`config.mk`:
```
export PLATFORM = sky130hd
export DESIGN_NAME = lcl_ctrl_reg
export DESIGN_NICKNAME = d
export VERILOG_FILES = /design/src/rtl/lcr_pkg.sv /design/src/rtl/lcr_sync.sv /design/src/rtl/lcr_lane.sv /design/src/rtl/lcr_regfile.sv /design/src/rtl/lcl_ctrl_reg.sv
export SDC_FILE = /design/constraint.sdc
export NUM_CORES = 1
export LEC_CHECK = 0
export BUFFER_PORTS_ARGS = -buffer_cell sky130_fd_sc_hd__buf_2
export CELL_PAD_IN_SITES_DETAIL_PLACEMENT = 0
export CELL_PAD_IN_SITES_GLOBAL_PLACEMENT = 1
export CORE_ASPECT_RATIO = 2
export CORE_UTILIZATION = 25
export DETAILED_ROUTE_END_ITERATION = 8
export PLACE_DENSITY_LB_ADDON = 0.15
export SLEW_MARGIN = 20
export SYNTH_ARGS = -nofsm -noshare
export SYNTH_HDL_FRONTEND = slang
export SYNTH_SLANG_ARGS = --single-unit
```
`constraint.sdc`:
```
create_clock -name clk -period 1.5 [get_ports clk]
set_input_delay 0.075 -clock clk [delete_from_list [all_inputs] [get_ports clk]]
set_output_delay 0.075 -clock clk [all_outputs]
set_load 0.01 [all_outputs]
```
`src/rtl/lcr_pkg.sv`:
```
package lcr_pkg;
   localparam int unsigned CTL_W     = 32;
   localparam int unsigned BYTE_W    = 8;
   localparam int unsigned N_BYTES   = CTL_W / BYTE_W;
   localparam int unsigned LANE_SW   = 2;

   localparam int unsigned B_MODE    = 0;
   localparam int unsigned B_CLKEN   = 2;
   localparam int unsigned B_LANE    = 3;
   localparam int unsigned B_PDF     = 5;
   localparam int unsigned B_WAKE    = 7;
   localparam int unsigned B_EECK    = 24;
   localparam int unsigned B_EECS    = 25;
   localparam int unsigned B_EEDO    = 26;
   localparam int unsigned B_EEDI    = 27;
   localparam int unsigned B_EEVLD   = 28;

   // storage bits: 7:2 and 26:24
   localparam logic [CTL_W-1:0] WR_MASK = 32'h0700_00FC;

   typedef struct packed {
      logic       ee_do;
      logic       ee_cs;
      logic       ee_ck;
      logic       wake;
      logic [1:0] pdf;
      logic [1:0] lane;
      logic       clken;
   } ctl_t;

   function automatic logic [N_BYTES-1:0] io_byte_en(input logic [1:0] a);
      return N_BYTES'(1) << a;
   endfunction
endpackage

```
`src/rtl/lcr_sync.sv`:
```
module lcr_sync #(
   parameter int unsigned STAGES = 2,
   parameter int unsigned WIDTH  = 1
) (
   input  logic             clk,
   input  logic             rst_n,
   input  logic [WIDTH-1:0] d,
   output logic [WIDTH-1:0] q
);
   if (STAGES < 2) begin : g_bad_stages
      $error("lcr_sync: STAGES must be at least 2");
   end

   logic [WIDTH-1:0] stg [STAGES];

   for (genvar s = 0; s < STAGES; s++) begin : g_stage
      if (s == 0) begin : g_first
         always_ff @(posedge clk or negedge rst_n) begin
            if (!rst_n) stg[s] <= '0;
            else        stg[s] <= d;
         end
      end else begin : g_next
         always_ff @(posedge clk or negedge rst_n) begin
            if (!rst_n) stg[s] <= '0;
            else        stg[s] <= stg[s-1];
         end
      end
   end

   assign q = stg[STAGES-1];
endmodule

```
`src/rtl/lcr_lane.sv`:
```
module lcr_lane #(
   parameter int unsigned DATA_W = 32,
   parameter int unsigned LANE_W = 8
) (
   input  logic [$clog2(DATA_W/LANE_W)-1:0] sel,
   input  logic [DATA_W-1:0]                host_wdata,
   input  logic [LANE_W-1:0]                per_rdata,
   output logic [LANE_W-1:0]                per_wdata,
   output logic [DATA_W-1:0]                lane_rdata
);
   localparam int unsigned NL = DATA_W / LANE_W;
   localparam int unsigned SW = $clog2(NL);

   if (NL * LANE_W != DATA_W || NL < 2) begin : g_bad_split
      $error("lcr_lane: DATA_W must be a multiple (>=2) of LANE_W");
   end

   for (genvar g = 0; g < NL; g++) begin : g_rd
      assign lane_rdata[g*LANE_W +: LANE_W] = (sel == SW'(g)) ? per_rdata : '0;
   end

   always_comb begin
      per_wdata = '0;
      for (int i = 0; i < NL; i++) begin
         if (sel == SW'(i)) per_wdata = host_wdata[i*LANE_W +: LANE_W];
      end
   end
endmodule

```
`src/rtl/lcr_regfile.sv`:
```
module lcr_regfile
   import lcr_pkg::*;
#(
   parameter logic [CTL_W-1:0] MASK = WR_MASK
) (
   input  logic               clk,
   input  logic               rst_n,
   input  logic               wr_en,
   input  logic [N_BYTES-1:0] be,
   input  logic [CTL_W-1:0]   wdata,
   output logic [CTL_W-1:0]   store
);
   for (genvar b = 0; b < N_BYTES; b++) begin : g_byte
      localparam logic [BYTE_W-1:0] BM = MASK[b*BYTE_W +: BYTE_W];
      if (BM != '0) begin : g_kept
         logic [BYTE_W-1:0] r;
         always_ff @(posedge clk or negedge rst_n) begin
            if (!rst_n)
               r <= '0;
            else if (wr_en && be[b])
               r <= wdata[b*BYTE_W +: BYTE_W] & BM;
         end
         assign store[b*BYTE_W +: BYTE_W] = r;
      end else begin : g_empty
         assign store[b*BYTE_W +: BYTE_W] = '0;
      end
   end
endmodule

```
`src/rtl/lcl_ctrl_reg.sv`:
```
module lcl_ctrl_reg
   import lcr_pkg::*;
#(
   parameter int unsigned ADDR_W      = 8,
   parameter int unsigned REG_OFS     = 0,
   parameter int unsigned SYNC_STAGES = 2,
   parameter int unsigned PER_W       = 8
) (
   input  logic               clk,
   input  logic               rst_n,
   input  logic               bus_sel,
   input  logic               bus_wr,
   input  logic               bus_io,
   input  logic [ADDR_W-1:0]  bus_addr,
   input  logic [3:0]         bus_be,
   input  logic [31:0]        bus_wdata,
   output logic [31:0]        bus_rdata,
   input  logic               mode_pin,
   input  logic               uart_clk,
   output logic               uart_clk_out,
   output logic [1:0]         pd_filter,
   output logic               wake_en,
   output logic               ee_ck,
   output logic               ee_cs,
   output logic               ee_do,
   input  logic               ee_di,
   input  logic               ee_valid,
   input  logic [PER_W-1:0]   per_rdata,
   output logic [PER_W-1:0]   per_wdata,
   output logic [31:0]        per_lane_rdata
);
   localparam logic [ADDR_W-1:0] OFS_V = ADDR_W'(REG_OFS);

   if (ADDR_W < 3) begin : g_bad_addr
      $error("lcl_ctrl_reg: ADDR_W must be at least 3");
   end
   if (PER_W * N_BYTES != CTL_W) begin : g_bad_lane
      $error("lcl_ctrl_reg: the lane field needs exactly four lanes");
   end
   if (OFS_V[1:0] != 2'b00) begin : g_bad_ofs
      $error("lcl_ctrl_reg: REG_OFS must be DWORD aligned");
   end

   // address decode and effective byte enables
   logic               hit;
   logic [N_BYTES-1:0] eff_be;
   logic [CTL_W-1:0]   rd_mask;
   logic               do_rd;
   logic               do_wr;

   assign hit    = bus_sel && (bus_addr[ADDR_W-1:2] == OFS_V[ADDR_W-1:2]);
   assign eff_be = bus_io ? io_byte_en(bus_addr[1:0]) : bus_be;
   assign do_rd  = bus_sel && !bus_wr;
   assign do_wr  = hit && bus_wr;

   for (genvar b = 0; b < N_BYTES; b++) begin : g_mask
      assign rd_mask[b*BYTE_W +: BYTE_W] = {BYTE_W{eff_be[b]}};
   end

   // storage
   logic [CTL_W-1:0] store_q;
   ctl_t             ctl;

   lcr_regfile #(.MASK(WR_MASK)) u_rf (
      .clk   (clk),
      .rst_n (rst_n),
      .wr_en (do_wr),
      .be    (eff_be),
      .wdata (bus_wdata),
      .store (store_q)
   );

   assign ctl = {store_q[B_EEDO], store_q[B_EECS], store_q[B_EECK],
                 store_q[B_WAKE], store_q[B_PDF +: 2], store_q[B_LANE +: LANE_SW],
                 store_q[B_CLKEN]};

   // pin synchroniser: bit 1 = EEPROM data, bit 0 = mode strap
   logic [1:0] pins_s;

   lcr_sync #(.STAGES(SYNC_STAGES), .WIDTH(2)) u_sync (
      .clk   (clk),
      .rst_n (rst_n),
      .d     ({ee_di, mode_pin}),
      .q     (pins_s)
   );

   // read image and registered read port
   logic [CTL_W-1:0] image;

   always_comb begin
      image           = store_q;
      image[B_MODE]   = pins_s[0];
      image[B_EEDI]   = pins_s[1];
      image[B_EEVLD]  = ee_valid;
   end

   always_ff @(posedge clk or negedge rst_n) begin
      if (!rst_n)
         bus_rdata <= '0;
      else if (do_rd && hit)
         bus_rdata <= image & rd_mask;
      else
         bus_rdata <= '0;
   end

   // pin drive
   assign uart_clk_out = uart_clk & ctl.clken;
   assign pd_filter    = ctl.pdf;
   assign wake_en      = ctl.wake;
   assign ee_ck        = ctl.ee_ck;
   assign ee_cs        = ctl.ee_cs;
   assign ee_do        = ctl.ee_do;

   // peripheral lane steering
   lcr_lane #(.DATA_W(CTL_W), .LANE_W(PER_W)) u_lane (
      .sel        (ctl.lane),
      .host_wdata (bus_wdata),
      .per_rdata  (per_rdata),
      .per_wdata  (per_wdata),
      .lane_rdata (per_lane_rdata)
   );
endmodule

```
==> results.ini <==
[logic_synthesis]
ys_seq_area_frac=0.4174
postSynthRegisterBits=25
syn_inst=128
yosysUniqueCellTypes=17
syn_area_per_cell_um2=11.71
netlist_area_mm2=0.001499
ys_warn_count=0

[route]
wl_met3_um=408
drt-vias-per-instance=4.337
dr.pass1.iters=6
routed_wire_length_per_instance_um=13.83
routedLengthMet1_um=1310
postRouteAntennaNets=0
routed_wl_um=4356
top_layer_used=met4
drt_iter0_markers=39
vias=1366
drcViolationCount=18
met2_length_um=2570

[critical_path]
critPathLaunchType=flop
r2r_cells=2
path_delay_family=multiplexers
crit_path_end_kind=output pin
path_class=flop to output pin
slowest_delay_ns=0.49
worstPathArrival_ns=1.46
path_depth=3
cp_slowest_cell=mux4_2
cp.required_ns=1.42
path_cells=buf_6, mux4_2, buf_2
critPathBufInv=2
path_max_fanout=5

[place]
dp_slack_ns=0.08801
placed_area_mm2=0.002107
numPortBuffers=117
post-place-cells=305
globalplace.congestion=0.7386
hpwlAfterDp_um=3634

[clock_tree]
clkSlewWorstSetupHoldPaths_ns=0.07
cts_htree_levels=1
cts_tree=done
clk_latency_ns=0.26
cts_buffers=3
clock-sinks=25
cts-root-buf=clkbuf_16
clockBufferDepth=2

[sta]
max_freq_mhz=652.1
worst_slack_ns=-0.03342
setup_tns_ns=-0.2282
fin_crit_ns=1.533
rsz0062_at_grt=yes
finClkSkew_ns=0.003302
fin_crit_sh=1.022
worstMarginPinSlew_ns=0.5521
setup_viol=9
maxSlewHeadroom=0.6320
slew_viol_final=0
hold_viol_final=0

[final_layout]
fin_area_mm2=0.002302
nNetsFinal=316
layout-drive-gt1-share=0.6063
stdcell_count=315
multi_input_area_um2=782.0
syn2layout_area_growth_pct=53.59
num_antenna_cells=0
seqCellArea_um2=626.9
fill_cells=608

[pwr]
leakage_nw=1.356
ir_worst_vdd_mv=0.4099
cellPowerDensity_mw_per_mm2=708.4
power_mw=1.631

[floorplan]
core_area_mm2=0.005758
die_x_um=56.75
start_util=0.2603
row_count=39
ioPinCount=140
dieArea_mm2=0.006328
dieHeight_um=111.5

[grt]
grt_pass1_wl_um=6617
track_usage=0.1379
grt_max_degree=26
antenna_found_initial=0
grt_remaining_overflow=0
grt_pass1_vias=1408

[run_status]
status=finished with violations
violations=design-rule violations, negative setup slack

[hold_path]
hp-class=input pin to flop
hold_depth=2

[job]
cap_violations=0

routing by layer:
metal / global-route usage / vias to the layer above
met4: 0.04878 / 0
met2: 0.2905 / 90
li1: - / 650
met3: 0.02904 / 5
met5: 0 / -
met1: 0.1177 / 621
power breakdown:
part	internal, mW	total, mW	switching, mW
clock network	0.368	0.610	0.242
registers	0.688	0.697	0.00886
logic	0.168	0.323	0.156
total	1.22	1.63	0.407
cells by family (layout without fill, tap and decap cells):
kind of cell | count (synthesis) | in the layout | synth area share
AOI/OAI and AO/OA | 4 | 4 | 0.02921
DFF | 25 | 25 | 0.4174
buffers and inverters | 26 | 133 | 0.1219
and+or+nand+nor | 55 | 55 | 0.2412
other | 1 | 20 | 0.002502
muxes | 17 | 17 | 0.1878
cell usage in the layout, fill, tap and decap left out, drive strengths merged:
cell type	n
o2111ai	2
mux4	8
and3	9
buf	126
nor4	1
conb	20
o211a	2
nor2	1
and2	37
dlygate4sd3	3
nor3b	2
nor4b	1
dfrtp	25
inv	1
clkbuf	3
mux2	9
nor2b	4
worst register-to-register path: cells and delay by family (launching register included):
family                 cells  cell delay, ns
flip-flops                 1            0.45
multiplexers               1            0.27
buffers and inverters      1            0.20
sequential cells by signal (all words and copies together), names as in the netlist:
name and flops:
bus_rdata 12, u_sync.q 2, u_sync.stg 2, u_rf.g_byte.g_kept.r 9
path summary, 6_finish.rpt:
| kind | start | end | slack [ns] |
|---|---|---|---|
| max | u_rf.g_byte[0].g_kept.r[3]$_DFFE_PN0P_ | per_wdata[6] | -0.03 |
| min | ee_valid | bus_rdata[28]$_DFF_PN0_ | 0.02 |
| max reg2reg | u_rf.g_byte[0].g_kept.r[4]$_DFFE_PN0P_ | u_rf.g_byte[0].g_kept.r[4]$_DFFE_PN0P_ | 0.47 |
| min reg2reg | u_sync.stg[2]$_DFF_PN0_ | u_sync.q[0]$_DFF_PN0_ | 0.35 |
| max in group asynchronous | rst_n | u_rf.g_byte[0].g_kept.r[4]$_DFFE_PN0P_ | 0.77 |
| min in group asynchronous | rst_n | bus_rdata[2]$_DFF_PN0_ | 0.33 |
cell type report:
type                            count  share of cell area
Timing Repair Buffer              129              0.3185
Tap cell                           61             0.03315
Clock inverter                      1            0.003804
Sequential cell                    25              0.2723
Multi-Input combinational cell     96              0.3397
Clock buffer                        3             0.03261
repair_timing:
action,in CTS,in global routing
endpoints found under the setup margin,24,22
hold endpoints to repair,27,0
setup buffers,3,0
hold buffers,3,0
pin swaps,7,1
resized for setup,8,6
cells in the mapped netlist (all sizes together):
cell,number,area share
mux4,8,0.12
conb,1,0.0025
nor4,1,0.014
nor3b,2,0.010
o211a,2,0.013
mux2,9,0.068
nor4b,1,0.0058
and2,37,0.15
dfrtp,25,0.42
and3,9,0.038
o2111ai,2,0.016
nor2,1,0.0025
nor2b,4,0.017
clkbuf,2,0.0050
buf,24,0.12
stage by stage:
step	hold WS [ns]	util
after floorplan	-0.2206	-
after global placement	0.09525	0.3659
after detailed placement	0.1006	0.3659
after CTS	0.01963	0.3950
after global routing	0.02913	0.3998
final	0.02103	0.3998
(Power assumes the default switching activity.)
